File: src/rtl/mmc_cclk_pkg.sv
package mmc_cclk_pkg;

    parameter int DIV_W = 8;
    parameter int PER_W = DIV_W + 2;

    // control word bit positions
    parameter int POS_EN    = DIV_W;
    parameter int POS_PSAVE = DIV_W + 1;
    parameter int POS_BYP   = DIV_W + 2;
    parameter int POS_BUS4  = DIV_W + 3;
    parameter int POS_BUS8  = DIV_W + 4;

    typedef enum logic [1:0] {
        BUS_X1 = 2'd0,
        BUS_X4 = 2'd1,
        BUS_X8 = 2'd2
    } bus_width_e;

    typedef struct packed {
        logic [DIV_W-1:0] div;
        logic             enable;
        logic             psave;
        logic             bypass;
        logic             flow;
        bus_width_e       width;
    } cclk_cfg_t;

    // card-clock period in master cycles for a divide value and law
    function automatic logic [PER_W-1:0] period_of(input logic [DIV_W-1:0] d,
                                                   input logic alt);
        logic [PER_W-1:0] dz;
        dz = PER_W'(d);
        if (alt)
            return dz + PER_W'(2);
        return (dz + PER_W'(1)) << 1;
    endfunction

    // low phase length: the high phase takes the floor half
    function automatic logic [PER_W-1:0] low_of(input logic [PER_W-1:0] per);
        return per - (per >> 1);
    endfunction

endpackage

File: src/rtl/mmc_cclk_decode.sv
module mmc_cclk_decode
    import mmc_cclk_pkg::*;
#(
    parameter int CTRL_W     = 16,
    parameter int FC_BIT_STD = 13,
    parameter int FC_BIT_ALT = 14
) (
    input  logic              clk,
    input  logic              rst,
    input  logic [CTRL_W-1:0] ctrl_word,
    input  logic              alt_law,
    output cclk_cfg_t         cfg,
    output bus_width_e        width_q
);

    always_comb begin
        cfg.div    = ctrl_word[DIV_W-1:0];
        cfg.enable = ctrl_word[POS_EN];
        cfg.psave  = ctrl_word[POS_PSAVE];
        cfg.bypass = ctrl_word[POS_BYP];
        cfg.flow   = alt_law ? ctrl_word[FC_BIT_ALT] : ctrl_word[FC_BIT_STD];
        if (ctrl_word[POS_BUS8])
            cfg.width = BUS_X8;
        else if (ctrl_word[POS_BUS4])
            cfg.width = BUS_X4;
        else
            cfg.width = BUS_X1;
    end

    always_ff @(posedge clk) begin
        if (rst)
            width_q <= BUS_X1;
        else
            width_q <= cfg.width;
    end

    assert_wide8_wins_R10: assert property (@(posedge clk) disable iff (rst)
        ctrl_word[POS_BUS8] |=> width_q == BUS_X8);

    assert_wide4_only_R10: assert property (@(posedge clk) disable iff (rst)
        (ctrl_word[POS_BUS4] && !ctrl_word[POS_BUS8]) |=> width_q == BUS_X4);

endmodule

File: src/rtl/mmc_cclk_gate.sv
module mmc_cclk_gate
    import mmc_cclk_pkg::*;
(
    input  cclk_cfg_t cfg,
    input  logic      fifo_ready,
    input  logic      bus_idle,
    output logic      hold
);

    logic flow_stall;
    logic idle_stall;

    always_comb begin
        flow_stall = cfg.flow && !fifo_ready;
        idle_stall = cfg.psave && bus_idle;
        hold       = flow_stall || idle_stall;
    end

endmodule

File: src/rtl/mmc_cclk_core.sv
module mmc_cclk_core
    import mmc_cclk_pkg::*;
(
    input  logic      clk,
    input  logic      rst,
    input  cclk_cfg_t cfg,
    input  logic      alt_law,
    input  logic      hold,
    output logic      card_clk,
    output logic      card_edge
);

    logic [PER_W-1:0] cnt_q;
    logic [PER_W-1:0] lo_q;
    logic [PER_W-1:0] per_new;
    logic [PER_W-1:0] cnt_dec;
    logic             clk_q;
    logic             div_edge_q;
    logic             byp_q;
    logic             run_div;

    always_comb begin
        per_new = period_of(cfg.div, alt_law);
        cnt_dec = cnt_q - PER_W'(1);
        run_div = cfg.enable && !cfg.bypass;
    end

    // divider: cnt_q holds the master cycles left in the current period
    always_ff @(posedge clk) begin
        if (rst) begin
            cnt_q      <= '0;
            lo_q       <= '0;
            clk_q      <= 1'b0;
            div_edge_q <= 1'b0;
        end else if (!run_div) begin
            cnt_q      <= '0;
            clk_q      <= 1'b0;
            div_edge_q <= 1'b0;
        end else if (cnt_q == '0) begin
            if (hold) begin
                clk_q      <= 1'b0;
                div_edge_q <= 1'b0;
            end else begin
                cnt_q      <= per_new - PER_W'(1);
                lo_q       <= low_of(per_new);
                clk_q      <= 1'b1;
                div_edge_q <= 1'b1;
            end
        end else begin
            cnt_q      <= cnt_dec;
            clk_q      <= (cnt_dec >= lo_q);
            div_edge_q <= 1'b0;
        end
    end

    // bypass path: master clock passed through while running
    always_ff @(posedge clk) begin
        if (rst)
            byp_q <= 1'b0;
        else
            byp_q <= cfg.enable && cfg.bypass && !hold;
    end

    assign card_clk  = byp_q ? clk : clk_q;
    assign card_edge = div_edge_q || byp_q;

    assert_edge_in_high_R9: assert property (@(posedge clk) disable iff (rst)
        div_edge_q |-> clk_q);

    assert_edge_single_R9: assert property (@(posedge clk) disable iff (rst)
        div_edge_q |=> !div_edge_q);

    assert_off_when_disabled_R5: assert property (@(posedge clk) disable iff (rst)
        !cfg.enable |=> (!clk_q && !div_edge_q && !byp_q));

    assert_period_len_stable_R8: assert property (@(posedge clk) disable iff (rst)
        (cnt_q != '0) |=> $stable(lo_q));

    assert_hold_blocks_start_R6: assert property (@(posedge clk) disable iff (rst)
        (hold && cnt_q == '0) |=> !div_edge_q);

endmodule

File: src/rtl/mmc_cclk_gen.sv
module mmc_cclk_gen
    import mmc_cclk_pkg::*;
#(
    parameter int CTRL_W     = 16,
    parameter int FC_BIT_STD = 13,
    parameter int FC_BIT_ALT = 14
) (
    input  logic              clk,
    input  logic              rst,
    input  logic [CTRL_W-1:0] ctrl_word,
    input  logic              alt_law,
    input  logic              fifo_ready,
    input  logic              bus_idle,
    output logic              card_clk,
    output logic              card_edge,
    output logic [1:0]        bus_width
);

    cclk_cfg_t  cfg;
    bus_width_e width_q;
    logic       hold;

    mmc_cclk_decode #(
        .CTRL_W     (CTRL_W),
        .FC_BIT_STD (FC_BIT_STD),
        .FC_BIT_ALT (FC_BIT_ALT)
    ) u_decode (
        .clk       (clk),
        .rst       (rst),
        .ctrl_word (ctrl_word),
        .alt_law   (alt_law),
        .cfg       (cfg),
        .width_q   (width_q)
    );

    mmc_cclk_gate u_gate (
        .cfg        (cfg),
        .fifo_ready (fifo_ready),
        .bus_idle   (bus_idle),
        .hold       (hold)
    );

    mmc_cclk_core u_core (
        .clk       (clk),
        .rst       (rst),
        .cfg       (cfg),
        .alt_law   (alt_law),
        .hold      (hold),
        .card_clk  (card_clk),
        .card_edge (card_edge)
    );

    assign bus_width = width_q;

    assert_reset_quiet_R11: assert property (@(posedge clk)
        rst |=> (!card_edge && bus_width == 2'd0));

endmodule

File: config.mk
export PLATFORM = sky130hd
export DESIGN_NAME = mmc_cclk_gen
export DESIGN_NICKNAME = d
export VERILOG_FILES = /design/src/rtl/mmc_cclk_pkg.sv /design/src/rtl/mmc_cclk_decode.sv /design/src/rtl/mmc_cclk_gate.sv /design/src/rtl/mmc_cclk_core.sv /design/src/rtl/mmc_cclk_gen.sv
export SDC_FILE = /design/constraint.sdc
export NUM_CORES = 1
export LEC_CHECK = 0
export BUFFER_PORTS_ARGS = -buffer_cell sky130_fd_sc_hd__clkbuf_2
export CAP_MARGIN = 15
export CORE_MARGIN = 2
export CORE_UTILIZATION = 45
export CTS_CLUSTER_SIZE = 8
export DETAILED_ROUTE_END_ITERATION = 6
export SLEW_MARGIN = 30
export SYNTH_ARGS = -nofsm -noshare
export SYNTH_HDL_FRONTEND = slang
export SYNTH_SLANG_ARGS = --single-unit
File: constraint.sdc
create_clock -name clk -period 3.26 [get_ports clk]
set_input_delay 0.326 -clock clk [delete_from_list [all_inputs] [get_ports clk]]
set_output_delay 0.326 -clock clk [all_outputs]
set_load 0.01 [all_outputs]
==> flow_metrics.tcl <==
set metrics [dict create \
    status "complete, no violations" \
    core_um2 5010 \
    die_w_um 75.6 \
    postSynthAreaPerCell_um2 8.20 \
    path_class "primary input to flop" \
    dr.pass1.iters 4 \
    globalplace.congestion 0.846 \
    top_level_ports 25 \
    syn_nets 335 \
    clkLatencyLatePin_ns 0.37 \
    yosysWarnings 0 \
    ys_types 50 \
    area_delta_synth_final_pct 13.1 \
    end_kind "flop" \
    finalHoldViolCount 0 \
    drt-total-wl_um 4990 \
    start_util_pct 46.0 \
    syn_inst 281 \
    peakVddDrop_mv 0.251 \
    wl_per_cell_um 13.2 \
    place_area_um2 2520 \
    fmax_mhz 372 \
    antenna_found_initial 0 \
    leakage_uw 0.00111 \
    grt_pass1_wl_um 8290 \
    syn_area_um2 2300 \
    port-buffer-count 23 \
    grt_usage_pct 19.5 \
    antennaDiodeCount 0 \
    nNetsFinal 364 \
    fin_setup_tns_ns 0 \
    stdcell_area_um2 2610 \
    slew_viol_final 0 \
    power_density_nw_per_um2 492 \
    finalCritPeriodShare_pct 82.5 \
    critPathMaxFanout 7 \
    cp_slowest_stage_delay_ns 0.35 \
    initialDrtViolationCount 135 \
    cp.required_ns 3.56 \
    worst_ep_arrival_time_ns 2.99 \
    tightest_slew_ns 0.781 \
    dp_hpwl_um 4040 \
    synthArstFlopShare_pct 0 \
    crit_chain "clkbuf_2 -> ha_1 -> nand4_1 -> xnor2_1 -> nor2_1 -> a21oi_1 -> inv_1 -> ha_1 -> a21o_1 -> a221oi_1 -> o21a_1 -> o21ai_0 -> xnor2_1 -> a211oi_2" \
    ys.flop_type "dfxtp_1" \
    slew_headroom_pct 47.9 \
    cts_resized 0 \
    ant_nets 0 \
    hold_class "primary input to flop" \
    grt_max_degree 21 \
    synth-edff-count 0 \
    drv_cap 0 \
    die_area_um2 5710 \
    cts_tree "built" \
    rsz0062_at_grt "no" \
    ys_seq_area_share_pct 21.7 \
    die_y_um 75.6 \
    ys_ff_latch 25 \
    fin_crit_ns 2.69 \
    cts_hold_buf 0 \
    setup_viol 0 \
    via_per_inst 5.22 \
    dr_total_vias 1979 \
    drive_gt1_share_pct 15.9 \
    setup.worst_path.start_class "primary input" \
    remaining_drc_errors 0 \
    slowest_stage "ha_1" \
    std_cell_rows 26 \
    grt_pass1_vias 1836 \
    post-cts-setup-buffers 0 \
    clk_pin_slew_ns 0.08 \
    finalClockSkew_ns 0.00314 \
    overflow 0 \
]
[cells in the final DEF (no fill, tap or decap), types with 3 or more instances in the layout]
cell type | Yosys | layout
nor2_1 | 24 | 24
clkbuf_2 | 0 | 23
ha_1 | 32 | 32
o21ai_0 | 14 | 14
dfxtp_1 | 25 | 25
nor2b_1 | 5 | 5
nand3_1 | 7 | 7
o22ai_1 | 3 | 3
inv_1 | 25 | 25
mux2_2 | 3 | 3
a21oi_1 | 12 | 12
nand4_1 | 8 | 8
nand2b_1 | 3 | 3
nor3b_1 | 3 | 3
xor2_1 | 8 | 8
or4_1 | 3 | 3
nand2_1 | 19 | 19
a211oi_2 | 3 | 3
mux2i_1 | 8 | 8
clkbuf_8 | 0 | 6
xnor2_1 | 18 | 18
a211oi_1 | 5 | 5
nor3_1 | 6 | 6
o21a_1 | 6 | 6
buf_4 | 0 | 8
[path summary, 6_finish.rpt]
path         slack (ns)                   to  depth (start not counted)       startpoint
min                0.12  u_decode.width_q[0]                          2    ctrl_word[12]
max                0.57       u_core.lo_q[9]                         14     ctrl_word[2]
min reg2reg        0.48       u_core.lo_q[6]                          2   u_core.lo_q[6]
max reg2reg        0.80         u_core.clk_q                          9  u_core.cnt_q[0]
[cell usage after synthesis, types with 2 or more instances]
library cell | count | area, um2
ha_1 | 32 | 400
dfxtp_1 | 25 | 500
inv_1 | 25 | 93.8
nor2_1 | 24 | 90.1
nand2_1 | 19 | 71.3
xnor2_1 | 18 | 158
o21ai_0 | 14 | 70.1
a21oi_1 | 12 | 60.1
mux2i_1 | 8 | 80.1
nand4_1 | 8 | 50.1
xor2_1 | 8 | 70.1
clkbuf_1 | 7 | 26.3
nand3_1 | 7 | 35.0
nor3_1 | 6 | 30.0
o21a_1 | 6 | 45.0
a211oi_1 | 5 | 37.5
nor2b_1 | 5 | 31.3
a211oi_2 | 3 | 37.5
mux2_2 | 3 | 33.8
nand2b_1 | 3 | 18.8
nor3b_1 | 3 | 22.5
o22ai_1 | 3 | 18.8
or4_1 | 3 | 22.5
a21boi_0 | 2 | 15.0
a21o_1 | 2 | 15.0
a22oi_1 | 2 | 15.0
a31oi_1 | 2 | 12.5
a32o_1 | 2 | 20.0
and3_1 | 2 | 12.5
nand3b_1 | 2 | 15.0
[state kept, by name (all words and copies together) (netlist names)]
signal	count
u_core.cnt_q	10
u_core.lo_q	10
u_decode.width_q	2
u_core.byp_q	1
u_core.clk_q	1
u_core.div_edge_q	1
[per-layer routing]
layer  track usage, %  up-vias  share of wire, %
li1                 -     1048                 -
met1             25.8      892                50
met2             31.4       32                45
met3             1.59        7               2.1
met4             10.5        0               2.0
met5                0        -                 0
[power breakdown]
part / leakage (uW) / switching [uW] / total [uW] / internal, uW
combinational: 0.000848 / 366 / 643 / 277
sequential: 0.000203 / 22.7 / 357 / 335
clock: 0.0000539 / 114 / 282 / 169
[worst max-delay path, delay by kind of cell]
family,cells,cell delay [ns]
simple gates,2,0.21
fa+ha+maj,2,0.54
buf+inv,2,0.30
compound gates,6,1.30
xor+xnor,2,0.32
[per-stage QoR]
stage	util (%)	hold slack [ns]	setup WS (ns)	std cells	total power, uW
final	52.0	0.118	0.570	379	1280
after global routing	52.0	0.0956	0.333	379	1410
after CTS	52.0	0.107	0.558	379	1300
after detailed placement	50.3	0.473	0.166	372	1020
after global placement	50.3	0.461	0.227	372	1010
after floorplan	-	0.398	0.388	281	865
[kinds of logic (layout without fill, tap and decap cells)]
kind of cell               count (synthesis)  count (layout)  share of synthesized area [%]
AOI/OAI and AO/OA                         61              61                           18.1
adders and majority gates                 33              33                           18.2
buffers and inverters                     35              63                           6.08
DFF                                       25              25                           21.7
muxes                                     11              11                           4.94
xor gates and xnor gates                  26              26                           9.88
and+or+nand+nor                           90              90                           21.0
[final cells by class]
type                    count  area, um2
inverters                  25       93.8
repair buffers             30        170
fillers                   531       2400
clock buffers               8       91.3
flip-flops and latches     25        500
well taps                  70       87.6
multi-input cells         221       1660
No activity file was read; power rests on OpenSTA's default activity.
